==> config.mk <==
export PLATFORM = sky130hd
export DESIGN_NAME = steer_guard_validator
export DESIGN_NICKNAME = d
export VERILOG_FILES = /design/src/rtl/sgv_pkg.sv /design/src/rtl/sgv_guard_timer.sv /design/src/rtl/sgv_steer_fsm.sv /design/src/rtl/sgv_settle_irq.sv /design/src/rtl/steer_guard_validator.sv
export SDC_FILE = /design/constraint.sdc
export NUM_CORES = 1
export LEC_CHECK = 0
export BUFFER_PORTS_ARGS = -buffer_cell sky130_fd_sc_hd__buf_2
export CORE_MARGIN = 2
export CORE_UTILIZATION = 55
export CTS_BUF_LIST = sky130_fd_sc_hd__clkbuf_8
export DETAILED_ROUTE_END_ITERATION = 12
export GPL_TIMING_DRIVEN = 0
export PLACE_DENSITY_LB_ADDON = 0.08
export SYNTH_ARGS = -nofsm -noshare
export SYNTH_HDL_FRONTEND = slang
export SYNTH_HIERARCHICAL = 1
export SYNTH_SLANG_ARGS = --single-unit
export TNS_END_PERCENT = 5
==> constraint.sdc <==
create_clock -name clk_i -period 6.1 [get_ports clk_i]
set_input_delay 1.22 -clock clk_i [delete_from_list [all_inputs] [get_ports clk_i]]
set_output_delay 1.22 -clock clk_i [all_outputs]
set_load 0.03 [all_outputs]
==> src/rtl/sgv_pkg.sv <==
package sgv_pkg;
  typedef enum logic [1:0] {
    ST_IDLE  = 2'd0,
    ST_QUAL  = 2'd1,
    ST_HOLD  = 2'd2,
    ST_PAUSE = 2'd3
  } steer_state_e;
endpackage

==> src/rtl/sgv_guard_timer.sv <==
module sgv_guard_timer #(
  parameter int TICK_DIV = 1000,
  parameter int GT_W     = 8
) (
  input  logic            clk_i,
  input  logic            rst_ni,
  input  logic            run_i,
  input  logic [GT_W-1:0] limit_i,
  output logic            expire_o
);
  localparam int PW = (TICK_DIV > 1) ? $clog2(TICK_DIV) : 1;

  logic            tick;
  logic [GT_W-1:0] cnt_q;
  logic [GT_W-1:0] lim_eff;

  generate
    if (TICK_DIV > 1) begin : g_pre
      logic [PW-1:0] pre_q;
      assign tick = (pre_q == PW'(TICK_DIV - 1));
      always_ff @(posedge clk_i or negedge rst_ni) begin
        if (!rst_ni)            pre_q <= '0;
        else if (!run_i || tick) pre_q <= '0;
        else                    pre_q <= pre_q + 1'b1;
      end
    end else begin : g_nopre
      assign tick = 1'b1;
    end
  endgenerate

  // zero setting behaves as one tick
  assign lim_eff  = (limit_i == '0) ? GT_W'(1) : limit_i;
  assign expire_o = run_i & tick & (cnt_q == lim_eff - 1'b1);

  always_ff @(posedge clk_i or negedge rst_ni) begin
    if (!rst_ni)     cnt_q <= '0;
    else if (!run_i) cnt_q <= '0;
    else if (tick)   cnt_q <= cnt_q + 1'b1;
  end
endmodule

==> src/rtl/sgv_steer_fsm.sv <==
module sgv_steer_fsm
  import sgv_pkg::*;
#(
  parameter int CODE_W = 4
) (
  input  logic              clk_i,
  input  logic              rst_ni,
  input  logic              est_i,
  input  logic [CODE_W-1:0] code_i,
  input  logic              expire_i,
  output logic              run_o,
  output logic              pause_sel_o,
  output logic              gt_o,
  output logic              steer_o,
  output logic [CODE_W-1:0] rx_data_o
);
  steer_state_e state_q, state_d;
  logic         latch;

  always_comb begin
    state_d = state_q;
    unique case (state_q)
      ST_IDLE:  if (est_i) state_d = ST_QUAL;
      ST_QUAL:  if (!est_i) state_d = ST_IDLE;
                else if (expire_i) state_d = ST_HOLD;
      ST_HOLD:  if (!est_i) state_d = ST_PAUSE;
      ST_PAUSE: if (est_i) state_d = ST_HOLD;
                else if (expire_i) state_d = ST_IDLE;
      default:  state_d = ST_IDLE;
    endcase
  end

  assign latch       = (state_q == ST_QUAL) & est_i & expire_i;
  assign run_o       = ((state_q == ST_QUAL) & est_i) | ((state_q == ST_PAUSE) & ~est_i);
  assign pause_sel_o = (state_q == ST_PAUSE);
  assign gt_o        = (state_q == ST_HOLD);
  assign steer_o     = (state_q == ST_HOLD) | (state_q == ST_PAUSE);

  always_ff @(posedge clk_i or negedge rst_ni) begin
    if (!rst_ni) begin
      state_q   <= ST_IDLE;
      rx_data_o <= '0;
    end else begin
      state_q <= state_d;
      if (latch) rx_data_o <= code_i;
    end
  end
endmodule

==> src/rtl/sgv_settle_irq.sv <==
module sgv_settle_irq #(
  parameter int SETTLE = 2
) (
  input  logic clk_i,
  input  logic rst_ni,
  input  logic steer_i,
  input  logic rd_i,
  output logic dstd_o,
  output logic pend_o
);
  logic [SETTLE-1:0] sh_q;
  logic [SETTLE:0]   tap;
  logic              rise, fall;

  assign tap[0]        = steer_i;
  assign tap[SETTLE:1] = sh_q;
  assign dstd_o        = tap[SETTLE];
  assign rise          = tap[SETTLE-1] & ~tap[SETTLE];
  assign fall          = ~tap[SETTLE-1] & tap[SETTLE];

  always_ff @(posedge clk_i or negedge rst_ni) begin
    if (!rst_ni) begin
      sh_q   <= '0;
      pend_o <= 1'b0;
    end else begin
      sh_q <= tap[SETTLE-1:0];
      if (rise)             pend_o <= 1'b1;
      else if (rd_i || fall) pend_o <= 1'b0;
    end
  end
endmodule

==> src/rtl/steer_guard_validator.sv <==
module steer_guard_validator #(
  parameter int TICK_DIV = 1000,
  parameter int GT_W     = 8,
  parameter int CODE_W   = 4,
  parameter int SETTLE   = 2
) (
  input  logic              clk_i,
  input  logic              rst_ni,
  input  logic              est_i,
  input  logic [CODE_W-1:0] code_i,
  input  logic [GT_W-1:0]   present_gt_i,
  input  logic [GT_W-1:0]   absent_gt_i,
  input  logic              irq_en_i,
  input  logic              stat_rd_i,
  output logic [CODE_W-1:0] rx_data_o,
  output logic              gt_o,
  output logic              dstd_o,
  output logic [1:0]        status_o,
  output logic              irq_no
);
  logic            run, pause_sel, expire, steer, pend;
  logic [GT_W-1:0] limit;

  assign limit = pause_sel ? absent_gt_i : present_gt_i;

  sgv_guard_timer #(.TICK_DIV(TICK_DIV), .GT_W(GT_W)) i_timer (
    .clk_i    (clk_i),
    .rst_ni   (rst_ni),
    .run_i    (run),
    .limit_i  (limit),
    .expire_o (expire)
  );

  sgv_steer_fsm #(.CODE_W(CODE_W)) i_fsm (
    .clk_i       (clk_i),
    .rst_ni      (rst_ni),
    .est_i       (est_i),
    .code_i      (code_i),
    .expire_i    (expire),
    .run_o       (run),
    .pause_sel_o (pause_sel),
    .gt_o        (gt_o),
    .steer_o     (steer),
    .rx_data_o   (rx_data_o)
  );

  sgv_settle_irq #(.SETTLE(SETTLE)) i_settle (
    .clk_i   (clk_i),
    .rst_ni  (rst_ni),
    .steer_i (steer),
    .rd_i    (stat_rd_i),
    .dstd_o  (dstd_o),
    .pend_o  (pend)
  );

  assign status_o = {pend, dstd_o};
  assign irq_no   = ~(pend & irq_en_i);
endmodule

# Yosys cells after proc, flatten, opt, wreduce, memory -nomap -nowiden
# Index checks and enable logic that the tools add are counted.
classes:
  reduce_logical: 7
  magnitude_cmp: 0
  mux: 14
  bitwise_logic: 14
  mul: 0
  div: 0
  addsub: 3
  eq_ne: 10
  shift: 0
op_table:
  columns: ["operator", "n"]
  rows:
  - ["8-bit 2-to-1 mux", 4]
  - ["2-bit 2-to-1 mux", 6]
  - ["10-bit by 1-bit adder with 10-bit output (second input constant)", 1]
  - ["10-bit equality test (second input constant)", 1]
  - ["10-bit 2-to-1 mux", 1]
  - ["8-bit by 1-bit adder with 8-bit output (second input constant)", 1]
  - ["1-bit bitwise AND", 8]
  - ["8-bit equality test", 1]
  - ["8-bit logical NOT", 1]
  - ["2-bit case mux with 4 select lines", 1]
  - ["8-bit by 1-bit subtractor with 8-bit output (second input constant)", 1]
  - ["2-bit inequality test (second input constant)", 3]
  - ["3-bit by 2-bit inequality test with 1-bit output (second input constant)", 2]
  - ["2-bit equality test (second input constant)", 2]
  - ["1-bit NOT", 4]
  - ["4-bit AND reduction", 1]
  - ["2-bit by 1-bit equality test with 1-bit output (second input constant)", 1]
  - ["2-bit logical NOT", 1]
  - ["1-bit logical OR", 2]
  - ["1-bit 2-to-1 mux", 2]
  - ["1-bit OR", 2]
  - ["2-bit nonzero test", 1]
  - ["1-bit logical NOT", 1]
word_totals:
  in_bits: 25
  register_bits: 27
  mem_bits_ro: 0
  n_memories: 0
  ram_bits: 0
  output_inout_bits: 9
  latchBits: 0

# Logic depth before layout (Yosys ltp)
# Gate-level depths: netlist of the first run.
logic_depth:
  ltp_word: 10
  mapped_depth: 13

# Hierarchy
# Netlist of the first run, hierarchy kept.
modules_own_cells:
  columns: ["mod", "area_per_inst_um2", "seq_area_each_um2", "n_inst", "cells_each"]
  rows:
  - ["sgv_guard_timer", 1169.9, 450.4, 1, 129]
  - ["sgv_steer_fsm", 276.5, 150.1, 1, 19]
  - ["steer_guard_validator", 150.1, 0.0, 1, 12]
  - ["sgv_settle_irq", 103.8, 75.1, 1, 6]

# Least setup slack after synthesis of the first run
# Ideal clock, no wire load.
synth_timing:
  path_kind: "input-to-reg"
  start: "in present_gt_i[2]"
  end: "reg i_fsm.rx_data_o[0]"
  setup_ns: 0.125
  path_slack_ns: 2.339
  stages: 11
  arrival_time_ns: 3.636
  path_cell_list: "mux2_4 buf_6 nor4_2 a21oi_1 ha_1 xnor2_1 a211oi_1 o211ai_1 a2111oi_2 nand4b_4 mux2_2"
synth_via:
  elab_chain_cells: 7
synth_rtl:
  columns: ["element", "line", "source"]
  rows:
  - ["start: declaration", "steer_guard_validator.sv:11", "input logic [GT_W-1:0] present_gt_i,"]
  - ["8-bit 2-to-1 mux *", "steer_guard_validator.sv:24", "assign limit = pause_sel ? absent_gt_i : present_gt_i;"]
  - ["8-bit logical NOT", "sgv_guard_timer.sv:32", "assign lim_eff = (limit_i == '0) ? GT_W'(1) : limit_i;"]
  - ["8-bit 2-to-1 mux *", "sgv_guard_timer.sv:32", null]
  - ["8-bit by 1-bit subtractor with 8-bit output *", "sgv_guard_timer.sv:33", "assign expire_o = run_i & tick & (cnt_q == lim_eff - 1'b1);"]
  - ["8-bit equality test *", "sgv_guard_timer.sv:33", null]
  - ["1-bit bitwise AND *", "sgv_guard_timer.sv:33", null]
  - ["via expire", "steer_guard_validator.sv:21", "logic run, pause_sel, expire, steer, pend;"]
  - ["1-bit bitwise AND *", "sgv_steer_fsm.sv:33", "assign latch = (state_q == ST_QUAL) & est_i & expire_i;"]
  - ["end signal: assignment", "sgv_steer_fsm.sv:45", "if (latch) rx_data_o <= code_i;"]
  - ["end: declaration", "sgv_steer_fsm.sv:15", "output logic [CODE_W-1:0] rx_data_o"]
# The timed path passes the listed nets; every way through them passes the cells marked *.
# A chain may end at the register's enable or synchronous reset.

# Worst setup path in the final report of the first run
layout_timing:
  start: "in present_gt_i[2]"
  end: "reg i_fsm.rx_data_o[1]"
layout_via:
  elab_chain_cells: 7
layout_rtl:
  columns: ["element", "line", "source"]
  rows:
  - ["8-bit 2-to-1 mux *", "steer_guard_validator.sv:24", null]
  - ["via limit[2]", "steer_guard_validator.sv:22", "logic [GT_W-1:0] limit;"]
  - ["8-bit logical NOT", "sgv_guard_timer.sv:32", null]
  - ["8-bit 2-to-1 mux *", "sgv_guard_timer.sv:32", null]
  - ["8-bit by 1-bit subtractor with 8-bit output *", "sgv_guard_timer.sv:33", null]
  - ["8-bit equality test *", "sgv_guard_timer.sv:33", null]
  - ["1-bit bitwise AND *", "sgv_guard_timer.sv:33", null]
  - ["via expire", "steer_guard_validator.sv:21", null]
  - ["1-bit bitwise AND *", "sgv_steer_fsm.sv:33", null]
# Marks and branches as above.

==> flow_summary.ini, run 1 <==
[cts]
holdBufCountCts = 0
clock_latency_ns = 0.28
clock_tree.root_cell = clkbuf_8
post_cts_buffers = 0
cts_buffer_depth = 2
cts_resized = 0
numClockSinks = 27
clk_pin_slew_worst_paths_ns = 0.10
cts_tree = yes
h-tree-depth = 1
cts_buffers = 3

[finish]
drive_gt1_frac = 0.3251
final_common_cell = buf_2
final_cell_mix = 33 x buf_2, 27 x dfrtp_1, 15 x nor2_1, 14 x nand2_1, 10 x xnor2_1
nets = 232
syn_to_final_growth_pct = 15.01
n_antenna_cell = 0

[pwr]
power.density_nw_per_um2 = 163.1
irDropWorstVdd_mv = 0.1296
p_total_uw = 318.9
leakagePower_nw = 0.9392

[sta]
setup_viol = 0
finalMaxSlewViolations = 0
period_minus_slack_ns = 3.893
worst_pin_slew_ns = 0.6089
skew_ns = 0.01098
tns_ns = 0
min_period_over_period = 0.6383
relSlewSlack = 0.5940
report.final.hold_viol_count = 0
fmax_ghz = 0.2568
hold_slack_ns = 0.3980
rsz0062_at_grt = false

[worst_setup_path]
path_cells = buf_2 -> mux2_4 -> buf_6 -> nor4_2 -> a21oi_1 -> ha_1 -> xnor2_1 -> a211oi_1 -> o211ai_1 -> a2111oi_2 -> nand4b_4 -> mux2_2
reg2reg_depth = 13
crit_type = in -> reg
critical_path_arrival_ns = 4.05
r2r_slack_ns = 2.41
crit_slowest_cell = a2111oi_2
critical_path.endpoint_type = flip-flop
critPathLaunchType = primary input
cpPeakStageDelay_ns = 0.51
critPathRequiredTime_ns = 6.26
r2r-start = i_fsm/state_q[0]
cp_max_fo = 8
regToRegEndpoint = i_fsm/rx_data_o[1]

[outcome]
status = finished clean

[routing]
routed_wl_microns = 3195
num_vias = 1319
first_pass_iters = 4
viasPerCell = 5.589
antenna_left = 0
drt_iter0_drc = 75
drc = 0
wl_per_cell_microns = 13.54

[grt]
gr-total-overflow = 0
grt_pass1_wl_microns = 5326
antenna_found_initial = 0
first_global_vias = 1266
grt.total_usage = 0.2022
grt_max_degree = 28

[logic_synthesis]
yosys_warnings = 6
synth-async-reset-ratio = 1.000
synth_top_flop_cell = dfrtp_1
yosys.cell_types.count = 42
ys_seq_area_frac = 0.3974
ys_ff_latch = 27
syn_inst = 166
syn_avg_cell_area_sq_um = 10.24
synth_edf_count = 0
syn_area_sq_um = 1700
syn-num-nets = 194

[die]
die_w_microns = 59.60
pin_count = 34
die_h_microns = 59.60
start_util = 0.5663
core_region_area_sq_um = 3003
rows = 20
die-area_sq_um = 3552

[place]
hpwl_microns = 2494
io_buffers = 33
gp_congestion = 0.8050

[worst_hold_path]
hold_path_end = i_settle/sh_q[1]
hold_path_startpoint = i_settle/sh_q[0]
worstHoldPathType = reg -> reg
hold_path_depth = 0

[job]
max_cap_viol_count = 0
-- logic make-up after synthesis --
| group | after synthesis | share of synthesized area |
|---|---|---|
| and+or+nand+nor | 71 | 0.2428 |
| adders and majority gates | 4 | 0.02870 |
| AOI/OAI and AO/OA | 16 | 0.06917 |
| xor gates and xnor gates | 19 | 0.09787 |
| buffers and inverters | 13 | 0.04194 |
| muxes | 16 | 0.1221 |
| DFF | 27 | 0.3974 |
-- through the flow --
stage | util | cell area [sq um] | worst slack [ns] | cells
global route | 0.6513 | 1956 | 2.036 | 236
floorplan | - | 1700 | 2.339 | 166
detailed placement | 0.6350 | 1907 | 1.896 | 232
finish | 0.6513 | 1956 | 2.207 | 236
CTS | 0.6513 | 1956 | 2.192 | 236
global placement | 0.6350 | 1907 | 2.015 | 232
-- cells in the mapped netlist (2+ instances only) --
| library cell | instances | area share |
|---|---|---|
| mux2_2 | 5 | 0.033 |
| a21oi_1 | 6 | 0.018 |
| or3_1 | 3 | 0.011 |
| nand2_1 | 14 | 0.031 |
| a211oi_1 | 2 | 0.0088 |
| or2_2 | 2 | 0.0074 |
| nor3_1 | 2 | 0.0059 |
| ha_1 | 3 | 0.022 |
| nand4_1 | 6 | 0.022 |
| xor2_1 | 9 | 0.046 |
| clkbuf_1 | 3 | 0.0066 |
| a2111oi_2 | 2 | 0.018 |
| and2_1 | 2 | 0.0074 |
| inv_1 | 6 | 0.013 |
| mux2_4 | 8 | 0.071 |
| nor3b_1 | 2 | 0.0088 |
| buf_6 | 2 | 0.013 |
| and2_2 | 2 | 0.0088 |
| nor2_1 | 15 | 0.033 |
| o21ai_0 | 2 | 0.0059 |
| nand3_1 | 3 | 0.0088 |
| nand2b_1 | 4 | 0.015 |
| buf_4 | 2 | 0.0088 |
| xnor2_1 | 10 | 0.052 |
| mux2i_1 | 2 | 0.012 |
| and3_1 | 6 | 0.022 |
| dfrtp_1 | 27 | 0.40 |
| nor4_1 | 2 | 0.0074 |
-- how the worst max path moves through the flow --
stage                    startpoint                 end  slack (ns)  cells past startpoint
global route        present_gt_i[2]  i_fsm/rx_data_o[1]        2.04                     12
finish              present_gt_i[2]  i_fsm/rx_data_o[1]        2.21                     12
global placement    present_gt_i[2]  i_fsm/rx_data_o[2]        2.01                     12
CTS                 present_gt_i[2]  i_fsm/rx_data_o[1]        2.19                     12
detailed placement  present_gt_i[2]  i_fsm/rx_data_o[1]        1.90                     12
floorplan           present_gt_i[2]  i_fsm/rx_data_o[0]        2.34                     11
-- registers in the layout, indices dropped and copies added, names as in the netlist, named ones only --
register             cells
i_settle/pend_o          1
i_fsm/state_q            1
i_timer/g_pre.pre_q     10
i_timer/cnt_q            8
i_settle/sh_q            2
i_fsm/rx_data_o          4
-- routing by layer --
metal	track usage	part of all wire	vias up
met2	0.3658	0.52	20
li1	-	-	651
met4	0.08889	0.0091	0
met5	0	0	-
met1	0.2298	0.44	646
met3	0.03712	0.030	2
-- power by group --
part | total, mW | switching [mW] | internal [mW]
Combinational | 0.0357 | 0.0188 | 0.0169
Clock | 0.103 | 0.0562 | 0.0464
Sequential | 0.181 | 0.000918 | 0.180
-- critical path: cells and delay by family --
family,cells,cell delay [ns]
AND/OR/NAND/NOR,2,0.50
adder cells (fa/ha/maj),1,0.30
buffers and inverters,2,0.24
XOR/XNOR,1,0.15
multiplexers,2,0.57
AO/OA/AOI/OAI,4,1.07
-- cell type report --
cell class                      count  area [sq um]
Timing Repair Buffer               33         165.2
Clock buffer                        3         41.29
Inverter                            6         22.52
Buffer                              7         48.80
Sequential cell                    27         675.6
Fill cell                         258          1047
Tap cell                           33         41.29
Multi-Input combinational cell    126         953.4
Clock inverter                      1         7.507
Note: power is estimated with default switching activity, not from simulation.
==> run 2: changes to the inputs <==
--- a/config.mk
+++ b/config.mk
@@ -5,6 +5,7 @@
 export SDC_FILE = /design/constraint.sdc
 export NUM_CORES = 1
 export LEC_CHECK = 0
+export ABC_AREA = 1
 export BUFFER_PORTS_ARGS = -buffer_cell sky130_fd_sc_hd__buf_2
 export CORE_MARGIN = 2
 export CORE_UTILIZATION = 55
==> constraint.sdc (replaced) <==
create_clock -name clk_i -period 3.7 [get_ports clk_i]
set_input_delay 0.74 -clock clk_i [delete_from_list [all_inputs] [get_ports clk_i]]
set_output_delay 0.74 -clock clk_i [all_outputs]
set_load 0.03 [all_outputs]
==> flow_summary.ini, run 2 <==
[outcome]
status = finished clean

[logic_synthesis]
synth_edf_count = 0
syn_avg_cell_area_sq_um = 7.026
yosys_warnings = 6
synth.most_common_cell = nand2_1
syn-num-nets = 275
yosys.cell_types.count = 27
synth_top_area_frac = 0.3893
synth_top_cell_by_area = dfrtp_1
synthTopCellsByCount = 83 x nand2_1, 34 x inv_1, 27 x dfrtp_1, 25 x nor2_1, 13 x nand3_1
ys_ff_latch = 27
ys_seq_area_frac = 0.3893
syn_area_sq_um = 1735
synth_area_leaders = dfrtp_1 39%, nand2_1 18%, inv_1 7.4%, nor2_1 5.4%, xor2_1 4.0%
syn_inst = 247
synth_top_flop_cell = dfrtp_1
synth-async-reset-ratio = 1.000

[finish]
final_cell_mix = 83 x nand2_1, 35 x inv_1, 33 x buf_2, 27 x dfrtp_1, 25 x nor2_1
largest_reg_flops = 10
post-route-util = 0.6607
n_antenna_cell = 0
nets = 313
top_regs = i_timer/g_pre.pre_q (10), i_timer/cnt_q (8), i_fsm/rx_data_o (4)
design_area_sq_um = 2001
drive_gt1_frac = 0.2148
syn_to_final_growth_pct = 15.28
largest_register = i_timer/g_pre.pre_q
final_common_cell = nand2_1

[sta]
tns_ns = 0
rsz0062_at_grt = false
report.final.hold_viol_count = 0
finalMaxSlewViolations = 0
skew_ns = 0.008213
fmax_ghz = 0.3321
min_period_over_period = 0.8138
setup_viol = 0
relSlewSlack = 0.6120
worst_pin_slew_ns = 0.5820
period_minus_slack_ns = 3.011

[worst_setup_path]
cpPeakStageDelay_ns = 0.47
regToRegEndpoint = i_fsm/rx_data_o[2]
critPathLaunchType = flip-flop
crit_type = reg -> reg
r2r_slack_ns = 0.69
cp_max_fo = 9
critical_path_arrival_ns = 3.18
reg2reg_depth = 25
critical_path.endpoint_type = flip-flop
crit_slowest_cell = dfrtp_1
critPathRequiredTime_ns = 3.87
crit_top_cell = nand2_1

[cts]
clock_latency_ns = 0.27
cts_buffer_depth = 2
post_cts_buffers = 0
numClockSinks = 27
cts_resized = 0
clock_tree.root_cell = clkbuf_8
cts_tree = yes
clk_pin_slew_worst_paths_ns = 0.09
holdBufCountCts = 0
cts_buffers = 3
h-tree-depth = 1

[die]
die_h_microns = 60.17
rows = 20
die-area_sq_um = 3620
die_w_microns = 60.17
pin_count = 34
start_util = 0.5731
core_region_area_sq_um = 3028

[place]
gp_congestion = 0.8059
hpwl_microns = 2469
placed_cell_area_sq_um = 1956
io_buffers = 33

[routing]
antenna_left = 0
routed_wl_microns = 3167
num_vias = 1534
first_pass_iters = 4
drt_iter0_drc = 50
drc = 0
wl_per_cell_microns = 9.655
viasPerCell = 4.677

[grt]
grt_max_degree = 28
grt.total_usage = 0.1894
gr-total-overflow = 0
antenna_found_initial = 0
first_global_vias = 1284
grt_pass1_wl_microns = 5175

[pwr]
leakagePower_nw = 1.109
power.density_nw_per_um2 = 255.6
irDropWorstVdd_mv = 0.2173

[worst_hold_path]
hold_path_depth = 0
hold_path_end = i_settle/sh_q[1]
worstHoldPathType = reg -> reg
hold_path_startpoint = i_settle/sh_q[0]

[job]
max_cap_viol_count = 0
-- run 2: stage by stage --
stage	hold WS, ns	setup WS (ns)	instances	total power [mW]
finish	0.4082	0.6888	328	0.5114
CTS	0.4074	0.6550	328	0.5184
global route	0.4285	0.2028	328	0.5365
global placement	0.3853	0.6608	324	0.3571
detailed placement	0.3874	0.6302	324	0.3580
floorplan	0.3741	1.113	247	0.3340
-- run 2: how the worst max path moves through the flow --
stage / from / to / cells past startpoint
2_1_floorplan: absent_gt_i[2] / i_fsm/rx_data_o[0] / 21
3_3_place_gp: present_gt_i[2] / i_fsm/rx_data_o[0] / 22
3_5_place_dp: absent_gt_i[2] / i_fsm/rx_data_o[2] / 22
4_1_cts: flip-flop / i_fsm/rx_data_o[2] / 25
5_1_grt: flip-flop / i_fsm/rx_data_o[2] / 25
6_report: flip-flop / i_fsm/rx_data_o[2] / 25
-- run 2: layout make-up --
cell class	instances	area (sq um)
plain buffers	4	30.03
flip-flops and latches	27	675.6
repair buffers	33	165.2
clock inverters	1	3.754
well taps	44	55.05
clock buffers	3	41.29
fillers	281	1027
multi-input cells	177	883.3
inverters	39	146.4
-- run 2: metal layers --
metal,vias to the layer above,GRT usage,part of all wire
met1,675,0.2418,0.48
met3,5,0.01948,0.039
li1,827,-,-
met5,-,0,0
met2,27,0.3261,0.46
met4,0,0.07619,0.016
-- run 2: cell families after synthesis --
group                      count (synthesis)  synth area share
xor gates and xnor gates                   9           0.04542
and+or+nand+nor                          144            0.3764
buffers and inverters                     43            0.1017
DFF                                       27            0.3893
AOI/OAI and AO/OA                         21           0.06562
adders and majority gates                  3           0.02163
-- run 2: critical path: cells and delay by family, from the launching register on --
kind / cells / cell delay, ns
simple gates: 16 / 1.38
flops: 1 / 0.47
compound gates: 1 / 0.23
buf+inv: 7 / 0.62
fa+ha+maj: 1 / 0.22
-- run 2: where the power goes --
group	leakage, nW	switching, mW	internal (mW)
sequential	0.374	0.00146	0.296
clock	0.0269	0.0856	0.0744
combinational	0.708	0.0325	0.0211
==> run 3: changes to the inputs <==
==> constraint.sdc (replaced) <==
create_clock -name clk_i -period 3.07 [get_ports clk_i]
set_input_delay 0.614 -clock clk_i [delete_from_list [all_inputs] [get_ports clk_i]]
set_output_delay 0.614 -clock clk_i [all_outputs]
set_load 0.03 [all_outputs]
==> flow_summary.ini, run 3 (same netlist as run 2, synthesis figures left out) <==
[outcome]
status = finished clean

[worst_setup_path]
cp_max_fo = 9
critical_path_arrival_ns = 2.88
crit_type = reg -> reg
critPathLaunchType = flip-flop
critical_path.endpoint_type = flip-flop
critPathRequiredTime_ns = 3.24

[sta]
report.final.hold_viol_count = 0
min_period_over_period = 0.8844
worst_pin_slew_ns = 0.5785
setup_viol = 0
relSlewSlack = 0.6143
skew_ns = 0.007533
finalMaxSlewViolations = 0
final.setup.worst_slack_ns = 0.3550
fmax_ghz = 0.3683
tns_ns = 0
rsz0062_at_grt = false
period_minus_slack_ns = 2.715

[grt]
grt_max_degree = 28
grt_pass1_wl_microns = 5175
grt.total_usage = 0.1894
first_global_vias = 1284
antenna_found_initial = 0
gr-total-overflow = 0

[cts]
h-tree-depth = 1
clock_tree.root_cell = clkbuf_8
cts_buffers = 3
cts_buffer_depth = 2
cts_tree = yes
clk_pin_slew_worst_paths_ns = 0.09
clock_latency_ns = 0.27
numClockSinks = 27

[die]
start_util = 0.5731
die_h_microns = 60.17
pin_count = 34
die-area_sq_um = 3620
rows = 20
die_w_microns = 60.17
core_region_area_sq_um = 3028

[pwr]
leakagePower_nw = 1.112
power.density_nw_per_um2 = 304.3
irDropWorstVdd_mv = 0.2621

[finish]
final_cell_mix = 79 x nand2_1, 34 x inv_1, 33 x buf_2, 26 x dfrtp_1, 22 x nor2_1
nets = 314
filler_cell_count = 278
design_area_sq_um = 2036
largest_reg_flops = 10
multiInputGateArea_sq_um = 907.1
drive_gt1_frac = 0.2561
post-route-util = 0.6723
largest_register = i_timer/g_pre.pre_q
syn_to_final_growth_pct = 17.30
ff_latch_area_sq_um = 676.9
top_regs = i_timer/g_pre.pre_q (10), i_timer/cnt_q (8), i_fsm/rx_data_o (4)
final_common_cell = nand2_1
n_antenna_cell = 0

[routing]
viasPerCell = 4.681
first_pass_iters = 4
drc = 0
antenna_left = 0
num_vias = 1540
wl_per_cell_microns = 9.702
drt_iter0_drc = 48
routed_wl_microns = 3192

[place]
hpwl_microns = 2469
pre_cts_slack_ns = 0.04148
io_buffers = 33
gp_congestion = 0.8059
placed_cell_area_sq_um = 1956

[job]
max_cap_viol_count = 0

[worst_hold_path]
worstHoldPathType = in -> async
[run 3: changes by cell type in the layout (fill, tap and decap cells not counted), sizes merged]
cell / delta
buf: +1
[run 3: final cells by class]
| cell class | count | share of cell area |
|---|---|---|
| Clock inverter | 1 | 0.001844 |
| Buffer | 4 | 0.01475 |
| Sequential cell | 27 | 0.3325 |
| Inverter | 39 | 0.07314 |
| Multi-Input combinational cell | 177 | 0.4456 |
| Tap cell | 44 | 0.02704 |
| Clock buffer | 3 | 0.02028 |
| Timing Repair Buffer | 34 | 0.08482 |
[run 3: critical path, cell delays in order, from the launching register on]
cell and delay [ns]:
dfrtp_1 0.41, nand2_1 0.08, inv_1 0.06, buf_6 0.12, inv_2 0.07, nand2_1 0.06
nand2_1 0.10, nor2_2 0.14, nand2_2 0.09, o21ai_2 0.13, inv_1 0.06, ha_2 0.31
xor2_1 0.14, nand2_1 0.07, nor2_1 0.10, nand2_1 0.06, inv_1 0.05, nand3_1 0.07
nor2_2 0.11, nand2_2 0.09, inv_4 0.10, nand2_4 0.06, nand2_1 0.06, nand2_1 0.05
[run 3: stage by stage]
stage / hold WS (ns) / power (mW) / std cells
2_1_floorplan: 0.3184 / 0.4026 / 247
3_5_place_dp: 0.3874 / 0.4315 / 324
5_1_grt: 0.3855 / 0.6482 / 329
6_report: 0.3310 / 0.6196 / 329
4_1_cts: 0.3455 / 0.6247 / 328
3_3_place_gp: 0.3853 / 0.4304 / 324
[run 3: where the power goes]
part | internal (mW) | total [mW] | leakage, nW | switching, mW
logic | 0.0266 | 0.0675 | 0.713 | 0.0409
registers | 0.357 | 0.359 | 0.372 | 0.00186
clock network | 0.0897 | 0.193 | 0.0269 | 0.103
total | 0.473 | 0.620 | 1.11 | 0.146
[run 3: layer usage]
layer  up-vias  routed length (microns)  GRT usage
met5         -                        0          0
met4         0                       50    0.07619
met3         5                      129    0.01948
met2        29                     1489     0.3261
met1       674                     1523     0.2418
li1        832                        -          -
[run 3: path summary, 6_finish.rpt]
| path | cells after the start | start | slack [ns] | endpoint |
|---|---|---|---|---|
| min in group clk_i | 0 | i_settle/sh_q[0] | 0.41 | i_settle/sh_q[1] |
| hold reg to reg | 0 | i_settle/sh_q[0] | 0.41 | i_settle/sh_q[1] |
| max in group asynchronous | 1 | rst_ni | 2.33 | asynchronous set/reset pin |
| hold / removal | 1 | rst_ni | 0.33 | i_timer/cnt_q[6] |
| setup / recovery | 23 | i_fsm/state_q[0] | 0.36 | i_fsm/rx_data_o[2] |
| setup reg to reg | 23 | i_fsm/state_q[0] | 0.36 | i_fsm/rx_data_o[2] |
[run 3: timing repair]
action                     4_1_cts  5_1_grt
buffers inserted                 0        1
hold buffers                     0        0
resized for setup                0       13
setup endpoints to repair        0        6
